[config.mk]
export PLATFORM = sky130hd
export DESIGN_NAME = mbx_bridge
export DESIGN_NICKNAME = d
export VERILOG_FILES = /design/src/rtl/mbx_pkg.sv /design/src/rtl/mbx_addr_dec.sv /design/src/rtl/mbx_latch.sv /design/src/rtl/mbx_bridge.sv
export SDC_FILE = /design/constraint.sdc
export NUM_CORES = 1
export LEC_CHECK = 0
export ABC_AREA = 1
export BUFFER_PORTS_ARGS = -buffer_cell sky130_fd_sc_hd__buf_2
export CAP_MARGIN = 20
export CORE_AREA = 2 2 80 63
export CTS_CLUSTER_SIZE = 14
export DETAILED_ROUTE_END_ITERATION = 8
export DIE_AREA = 0 0 82 65
export HOLD_SLACK_MARGIN = 0.1
export PLACE_DENSITY_LB_ADDON = 0.3
export REMOVE_ABC_BUFFERS = 1
export SYNTH_ARGS = -nofsm -noshare
export SYNTH_HDL_FRONTEND = slang
export SYNTH_SLANG_ARGS = --single-unit
[constraint.sdc]
create_clock -name clk -period 2.78 [get_ports clk]
set_clock_uncertainty 0.15 [all_clocks]
set_input_delay 0.695 -clock clk [delete_from_list [all_inputs] [get_ports clk]]
set_output_delay 0.695 -clock clk [all_outputs]
set_load 0.01 [all_outputs]
[src/rtl/mbx_pkg.sv]
`timescale 1ns/1ps
package mbx_pkg;
    localparam int unsigned DATA_W = 8;
    localparam int unsigned PTR_W  = 8;

    typedef logic [DATA_W-1:0] byte_t;

    localparam byte_t STAT_PENDING = 8'h00;
    localparam byte_t STAT_EMPTY   = 8'h02;

    typedef struct packed {
        logic              frozen;
        logic [PTR_W-1:0]  ptr;
        logic              ram_we;
        logic [PTR_W-1:0]  ram_addr;
        byte_t             ram_wdata;
    } ctl_t;
endpackage

[src/rtl/mbx_addr_dec.sv]
`timescale 1ns/1ps
module mbx_addr_dec #(
    parameter int unsigned SW_W   = 4,
    parameter int unsigned ADDR_W = 10,
    parameter int unsigned STRIDE = 64,
    parameter int unsigned OFFSET = 16,
    parameter int unsigned SW_MIN = 4,
    parameter int unsigned SW_MAX = 14
) (
    input  logic [SW_W-1:0]   sw_i,
    input  logic [ADDR_W-1:0] addr_i,
    output logic              hit_data_o,
    output logic              hit_ctl_o
);
    localparam logic [ADDR_W-1:0] STRIDE_V = ADDR_W'(STRIDE);
    localparam logic [ADDR_W-1:0] OFFSET_V = ADDR_W'(OFFSET);
    localparam logic [SW_W-1:0]   MIN_V    = SW_W'(SW_MIN);
    localparam logic [SW_W-1:0]   MAX_V    = SW_W'(SW_MAX);

    logic [ADDR_W-1:0] base;
    logic              sw_ok;

    always_comb begin
        base       = ADDR_W'(sw_i) * STRIDE_V + OFFSET_V;
        sw_ok      = (sw_i >= MIN_V) && (sw_i <= MAX_V);
        hit_data_o = sw_ok && (addr_i == base);
        hit_ctl_o  = sw_ok && (addr_i == base + ADDR_W'(1));
    end
endmodule

[src/rtl/mbx_latch.sv]
`timescale 1ns/1ps
module mbx_latch #(
    parameter int unsigned W = 8
) (
    input  logic         clk,
    input  logic         rst_n,
    input  logic         load_i,
    input  logic [W-1:0] din_i,
    input  logic         take_i,
    output logic [W-1:0] dout_o,
    output logic         pend_o
);
    typedef struct packed {
        logic         pend;
        logic [W-1:0] data;
    } slot_t;

    slot_t slot_d, slot_q;

    always_comb begin
        slot_d = slot_q;
        if (take_i) begin
            slot_d.pend = 1'b0;
        end
        if (load_i) begin
            slot_d.data = din_i;
            slot_d.pend = 1'b1;
        end
    end

    always_ff @(posedge clk) begin
        if (!rst_n) begin
            slot_q <= '0;
        end else begin
            slot_q <= slot_d;
        end
    end

    assign dout_o = slot_q.data;
    assign pend_o = slot_q.pend;
endmodule

[src/rtl/mbx_bridge.sv]
`timescale 1ns/1ps
module mbx_bridge #(
    parameter int unsigned SW_W   = 4,
    parameter int unsigned ADDR_W = 10,
    parameter int unsigned STRIDE = 64,
    parameter int unsigned OFFSET = 16,
    parameter int unsigned SW_MIN = 4,
    parameter int unsigned SW_MAX = 14
) (
    input  logic              clk,
    input  logic              rst_n,
    input  logic [SW_W-1:0]   sw_i,
    input  logic [ADDR_W-1:0] host_addr_i,
    input  logic              host_rd_i,
    input  logic              host_wr_i,
    input  logic [7:0]        host_wdata_i,
    output logic [7:0]        host_rdata_o,
    output logic              host_sel_o,
    input  logic              cop_rd_i,
    input  logic              cop_wr_i,
    input  logic [7:0]        cop_wdata_i,
    output logic [7:0]        cop_rdata_o,
    output logic              cop_reset_o,
    output logic              cop_firq_o,
    output logic              ram_we_o,
    output logic [7:0]        ram_addr_o,
    output logic [7:0]        ram_wdata_o
);
    import mbx_pkg::*;

    logic  hit_data, hit_ctl;
    logic  hwr_data, hwr_ctl, hrd_data;
    byte_t h2c_byte, c2h_byte;
    logic  h2c_pend, c2h_pend;
    ctl_t  ctl_d, ctl_q;

    mbx_addr_dec #(
        .SW_W(SW_W), .ADDR_W(ADDR_W), .STRIDE(STRIDE),
        .OFFSET(OFFSET), .SW_MIN(SW_MIN), .SW_MAX(SW_MAX)
    ) dec_i (
        .sw_i       (sw_i),
        .addr_i     (host_addr_i),
        .hit_data_o (hit_data),
        .hit_ctl_o  (hit_ctl)
    );

    assign hwr_data = host_wr_i && hit_data;
    assign hwr_ctl  = host_wr_i && hit_ctl;
    assign hrd_data = host_rd_i && hit_data;

    // host to card: loaded by a running-mode data write, taken by the card
    // or dropped by any control write
    mbx_latch #(.W(DATA_W)) h2c_i (
        .clk    (clk),
        .rst_n  (rst_n),
        .load_i (hwr_data && !ctl_q.frozen),
        .din_i  (host_wdata_i),
        .take_i (cop_rd_i || hwr_ctl),
        .dout_o (h2c_byte),
        .pend_o (h2c_pend)
    );

    // card to host: loaded by the card, taken by a host data read
    mbx_latch #(.W(DATA_W)) c2h_i (
        .clk    (clk),
        .rst_n  (rst_n),
        .load_i (cop_wr_i),
        .din_i  (cop_wdata_i),
        .take_i (hrd_data),
        .dout_o (c2h_byte),
        .pend_o (c2h_pend)
    );

    always_comb begin
        ctl_d        = ctl_q;
        ctl_d.ram_we = 1'b0;
        if (hwr_ctl) begin
            ctl_d.frozen = ~host_wdata_i[0];
            ctl_d.ptr    = '1;
        end else if (hwr_data && ctl_q.frozen) begin
            ctl_d.ram_we    = 1'b1;
            ctl_d.ram_addr  = ctl_q.ptr;
            ctl_d.ram_wdata = host_wdata_i;
            ctl_d.ptr       = ctl_q.ptr + PTR_W'(1);
        end
    end

    always_ff @(posedge clk) begin
        if (!rst_n) begin
            ctl_q        <= '0;
            ctl_q.frozen <= 1'b1;
            ctl_q.ptr    <= '1;
        end else begin
            ctl_q <= ctl_d;
        end
    end

    always_comb begin
        if (hit_data) begin
            host_rdata_o = c2h_byte;
        end else if (hit_ctl) begin
            host_rdata_o = c2h_pend ? STAT_PENDING : STAT_EMPTY;
        end else begin
            host_rdata_o = '0;
        end
    end

    assign host_sel_o  = hit_data || hit_ctl;
    assign cop_rdata_o = h2c_byte;
    assign cop_reset_o = ctl_q.frozen;
    assign cop_firq_o  = h2c_pend;
    assign ram_we_o    = ctl_q.ram_we;
    assign ram_addr_o  = ctl_q.ram_addr;
    assign ram_wdata_o = ctl_q.ram_wdata;
endmodule

Word-level counts from Yosys, hierarchy flattened

Cells that the tools add are included.

Flip-flop bits (word level): 44
Input bits: 36
Output and inout bits: 36

$add $sub $neg: 3
$lt $le $gt $ge: 2
Equality and inequality tests: 2
Muxes and demuxes: 8
Bitwise operators: 3
Reductions and logical operators: 15

Operator list:

| operator                | number |
|---|---|
| $eq A10 B10 Y1          | 2 |
| $mux W9                 | 2 |
| $mux W17                | 1 |
| $add A10 B1 Y10 const B | 1 |
| $add A10 B5 Y10 const B | 1 |
| $add A8 B1 Y8 const B   | 1 |
| $logic_and A1 B1 Y1     | 8 |
| $mux W8                 | 1 |
| $ge A4 B3 Y1 const B    | 1 |
| $le A4 B4 Y1 const B    | 1 |
| $mux W2                 | 2 |
| $reduce_bool A2 Y1      | 2 |
| $not A1 Y1              | 3 |
| $logic_or A1 B1 Y1      | 2 |
| $mux W1                 | 2 |
| $reduce_and A2 Y1       | 1 |
| $reduce_or A2 Y1        | 1 |
| $logic_not A1 Y1        | 1 |

Logic depth before layout (Yosys ltp)

Word-level depth: 8
Gate-level depth with buffers: 12

Cells and area by module

From an unflattened synthesis, not the netlist that was laid out.

Cells, all modules: 289
Area total of the unflattened synthesis: 2,004.4 um^2

Modules (own cells, without submodules):

| module       | times used | cells an instance | area each (um^2) |
|---|---|---|---|
| mbx_bridge   | 1          | 179               | 1,261.2 |
| mbx_latch    | 2          | 38                | 304.0 |
| mbx_addr_dec | 1          | 34                | 135.1 |

Least setup slack after synthesis

Ideal clock, no wire load.

Kind: input port to output port
From: input port host_addr_i[7]
To: output port host_rdata_o[1]
Arrival time: 1.609 ns
Slack: 0.326 ns
Cell stages on the path: 8
Cell sequence: inv_1 > nand2_1 > nand2_1 > nor2_1 > nand3_1 > nor2_1 > nand2_1 > o21ai_0

Longest elaborated chain between the ends: 4
Elaborated cells between the ends (all ways): 6
Classes of those cells: eq/ne: 2; mux: 2; reduce/logical: 2

RTL lines:

| item                | RTL line           | text |
|---|---|---|
| start: declaration  | mbx_bridge.sv:13   | `input logic [ADDR_W-1:0] host_addr_i,` |
| $eq A10 B10 Y1      | mbx_addr_dec.sv:27 | `hit_ctl_o = sw_ok && (addr_i == base + ADDR_W'(1));` |
| $logic_and A1 B1 Y1 | mbx_addr_dec.sv:27 |  |
| $mux W2             | mbx_bridge.sv:101  | `end else if (hit_ctl) begin` |
| $mux W8 *           | mbx_bridge.sv:99   | `if (hit_data) begin` |
| end: declaration    | mbx_bridge.sv:17   | `output logic [7:0] host_rdata_o,` |

Mark *: on every way between the ends. The rest lies on a longest branch, timed or not.

Final worst setup path

From: input port sw_i[3]
To: output port host_rdata_o[1]

Longest elaborated chain between the ends: 6
Elaborated cells between the ends (all ways): 11
Classes of those cells: add/sub: 2; order compare: 2; eq/ne: 2; mux: 2; reduce/logical: 3

RTL lines:

| item                | RTL line           | text |
|---|---|---|
| start: declaration  | mbx_bridge.sv:12   | `input logic [SW_W-1:0] sw_i,` |
| $add A10 B5 Y10     | mbx_addr_dec.sv:24 | `base = ADDR_W'(sw_i) * STRIDE_V + OFFSET_V;` |
| $add A10 B1 Y10     | mbx_addr_dec.sv:27 |  |
| $eq A10 B10 Y1      | mbx_addr_dec.sv:27 |  |
| $logic_and A1 B1 Y1 | mbx_addr_dec.sv:27 |  |
| $mux W2             | mbx_bridge.sv:101  |  |
| $mux W8 *           | mbx_bridge.sv:99   |  |

Marks and branches as above.

==> metrics.log <==
[metrics] count of nets after finishing: 475
[metrics] Worst Setup Slack, final: 175.8 ps
[metrics] Boundary Pins: between 70 and 80
[metrics] number of stages on the worst hold path: 2
[metrics] die outline height: ~65 um
[metrics] share of the core filled with cells: 0.6109
[metrics] HPWL after detailed placement: ~3800 um
[metrics] number of filler cells placed in the layout: roughly 450
[metrics] effective utilization at floorplan: 0.5225
[metrics] post-route ant nets: 0
[metrics] DIE AREA: approximately 5300 um^2
[metrics] number of synthesized flops with an enable pin: 0
[metrics] power density relative to cell area: 435.4 nW/um^2
[metrics] worst vdd ir: approximately 0.00028 V
[metrics] via count: between 2000 and 2500
[metrics] async set or reset register ratio after synthesis: 0
[metrics] clock edge transition at the registers on the reported setup and hold paths: 80 ps
[metrics] post-detailed-route DRC marker count: 0
[metrics] arrival time at the worst endpoint: 1760 ps
[metrics] status: finished, final reports clean
[metrics] count of buffers added by post-CTS timing repair for setup: 0
[metrics] post-cts sizing count: 0
[metrics] WHS: 311.0 ps
[metrics] Syn Std Cell Area: between 2000 and 2500 um^2
[metrics] post-synth top area cell: sky130_fd_sc_hd__dfxtp_1
[metrics] kind of end point of the critical path: output pin
[metrics] Inserted Diodes: 0
[metrics] Crit Path Max Fanout: 8
[metrics] final setup violation count: 0
[metrics] HP Start: c2h_i.dout_o[7]$_SDFFE_PN0P_
[metrics] # port buffers: 71
[metrics] final routed wire length divided by cell count: 10.23 um
[metrics] reg2reg start: cop_reset_o$_SDFFE_PN1P_
[metrics] total wirelength of the detailed-routed design: 5103 um
[metrics] type of origin of the critical path: input pin
[metrics] via count of the first global-routing pass: 2117
[metrics] post-DR vias/cell: roughly 4.5
[metrics] most repeated cell in the gate-level netlist after synthesis: sky130_fd_sc_hd__nand2_1
[metrics] CTS tree: built
[metrics] final cell area excluding filler cells: 2825 um^2
[metrics] Tmin final: between 2000 and 3000 ps
[metrics] yosys warns: 0
[metrics] worst-skew pair later-pin latency: 300 ps
[metrics] CTS HTree Levels: 2
[metrics] GRT Util Overall: 0.2127
[metrics] gpl congestion: 0.8287
[metrics] pre-CTS setup slack: 175.4 ps
[metrics] post-route fraction of the period consumed by the critical path: 0.9368
[metrics] CTS Hold Buffers Added: 0
[metrics] Register-to-Register Setup Slack: 1150 ps
[metrics] antenna violations before repair: 0
[metrics] first-pass GRT wire length: 8887 um
[metrics] initial DRC count: a little under 80
[metrics] total congestion overflow: 0
[metrics] setup repair after global routing missed its margin: no
[metrics] length of the first detailed-routing pass in iterations: 5
[metrics] Synth top cells by count: sky130_fd_sc_hd__nand2_1, sky130_fd_sc_hd__inv_1, sky130_fd_sc_hd__nor2_1, sky130_fd_sc_hd__dfxtp_1, sky130_fd_sc_hd__nand3_1
[metrics] DP Area: 2714 um^2
[metrics] Worst Hold End: c2h_i.dout_o[7]$_SDFFE_PN0P_
[metrics] layout cells sized above 1: 0.2187
[metrics] hold violation total from the final report: 0
[metrics] Slew HR: 0.7271
[metrics] x dimension of the die: 82 um
[metrics] most instantiated flip-flop cell in the synthesis netlist: sky130_fd_sc_hd__dfxtp_1
[metrics] CP required: 1930 ps
[metrics] Synth Instances: about 380
[metrics] number of rows created at floorplan: 22
[metrics] Sinks on Clock Net: 44
[metrics] mean area per synthesized cell: 6.325 um^2
[metrics] number of distinct library cells after synthesis: 25
[metrics] root cell of the clock tree: sky130_fd_sc_hd__clkbuf_8
[metrics] Pins Over Slew Limit: 0
[metrics] class of the most critical setup path: input pin to output pin
[metrics] count of cells along the worst register-to-register path: 6
[metrics] final sum of negative setup slack: 0 ps
[metrics] Layout Area Growth over Synthesis: 16.93%
[metrics] area of the core: 4624 um^2
[metrics] synthesis-stage register bit count: 44
[metrics] max frequency: between 300 and 400 MHz
[metrics] sequential area share after synthesis: 0.3646
[metrics] Num CTS Buffers: 5
[metrics] synth top area cells: sky130_fd_sc_hd__dfxtp_1, sky130_fd_sc_hd__nand2_1, sky130_fd_sc_hd__inv_1, sky130_fd_sc_hd__nor2_1, sky130_fd_sc_hd__nand3_1
[metrics] endpoint of the most critical register-to-register path: h2c_i.dout_o[6]$_SDFFE_PN0P_
[metrics] pin count of the biggest net entering global routing: 23
[metrics] number of maximum-capacitance constraint violations: 0
[metrics] area fraction of the dominant cell type after synthesis: 0.3646
[metrics] worst min path class: register to register
[metrics] leakage power total: approximately 1.7 nW
[metrics] Worst Tran Pin Value: 408.9 ps
[metrics] Max Buffers Root-to-Sink: 2
==> through the flow <==
stage          std cells  total power, mW
4_1_cts              499            1.245
6_report             499            1.230
2_1_floorplan        355           0.7070
3_5_place_dp         491           0.7588
5_1_grt              499            1.289
3_3_place_gp         491           0.7556
==> flip-flops by register name, indices dropped and copies added (netlist names) <==
signal	cells
c2h_i.dout_o	8
ram_addr_o	8
h2c_i.pend_o	1
ctl_q	8
ram_wdata_o	8
cop_reset_o	1
ram_we_o	1
h2c_i.dout_o	8
c2h_i.pend_o	1
==> critical path, stage by stage <==
cell,delay (ps)
sky130_fd_sc_hd__buf_2,130
sky130_fd_sc_hd__nand2_1,90
sky130_fd_sc_hd__nor2_1,60
sky130_fd_sc_hd__nor2_1,180
sky130_fd_sc_hd__nand4_2,250
sky130_fd_sc_hd__inv_2,110
sky130_fd_sc_hd__nand2_1,40
sky130_fd_sc_hd__o21ai_0,60
sky130_fd_sc_hd__buf_2,150
==> kinds of logic after synthesis <==
kind of cell | Yosys count | synth area share
compound gates | 22 | 0.04661
buf+inv | 110 | 0.1994
flops | 44 | 0.3646
xor+xnor | 5 | 0.01812
fa+ha+maj | 1 | 0.005178
simple gates | 200 | 0.3661
==> worst max-delay path by stage <==
stage	from	end	slack (ps)	cells past startpoint
2_1_floorplan	host_addr_i[7]	host_rdata_o[1]	330	8
3_3_place_gp	sw_i[3]	host_rdata_o[1]	200	9
3_5_place_dp	sw_i[3]	host_rdata_o[1]	180	9
4_1_cts	sw_i[3]	host_rdata_o[1]	170	9
5_1_grt	sw_i[2]	host_rdata_o[1]	10	10
6_report	sw_i[3]	host_rdata_o[1]	180	9
==> layout make-up <==
cell class                      instances  area [um^2]  share of cell area
Inverter                               83        311.5              0.1103
Sequential cell                        44        880.8              0.3118
Clock inverter                          3        42.54             0.01506
Tap cell                               60        75.07             0.02657
Timing Repair Buffer                   76        392.9              0.1391
Clock buffer                            5        68.82             0.02436
Multi-Input combinational cell        228         1054              0.3729
==> cell usage in the layout, fill, tap and decap left out <==
cell	netlist	final
sky130_fd_sc_hd__nand3_2	1	1
sky130_fd_sc_hd__nand3_1	33	33
sky130_fd_sc_hd__clkbuf_8	0	5
sky130_fd_sc_hd__nand4_2	2	2
sky130_fd_sc_hd__ha_1	1	1
sky130_fd_sc_hd__inv_2	3	3
sky130_fd_sc_hd__nand2_1	90	90
sky130_fd_sc_hd__nor2_2	1	1
sky130_fd_sc_hd__bufinv_16	0	1
sky130_fd_sc_hd__nor2_4	2	2
sky130_fd_sc_hd__buf_2	1	71
sky130_fd_sc_hd__clkinv_2	0	1
sky130_fd_sc_hd__nand4_1	10	10
sky130_fd_sc_hd__a21oi_1	10	10
sky130_fd_sc_hd__o21ai_1	2	2
sky130_fd_sc_hd__o211ai_1	1	1
sky130_fd_sc_hd__buf_4	16	5
sky130_fd_sc_hd__nand4_4	1	1
sky130_fd_sc_hd__nor3_2	1	1
sky130_fd_sc_hd__dfxtp_1	44	44
sky130_fd_sc_hd__nand2_2	1	1
sky130_fd_sc_hd__o21ai_0	9	9
sky130_fd_sc_hd__nor2_1	58	58
sky130_fd_sc_hd__clkinvlp_4	0	1
sky130_fd_sc_hd__inv_1	80	80
sky130_fd_sc_hd__xor2_1	5	5
==> power breakdown <==
part / internal (mW) / switching (mW)
clock network: 0.266 / 0.221
logic: 0.0386 / 0.0631
registers: 0.639 / 0.00292
==> routing by layer <==
metal / up-vias / global-route usage / part of all wire
met3: 5 / 0.05989 / 0.065
met4: 0 / 0.05000 / 0.0061
met5: - / 0 / 0
li1: 1238 / - / -
met1: 973 / 0.2509 / 0.46
met2: 50 / 0.3780 / 0.47
Power figures use the tool's default switching activity.
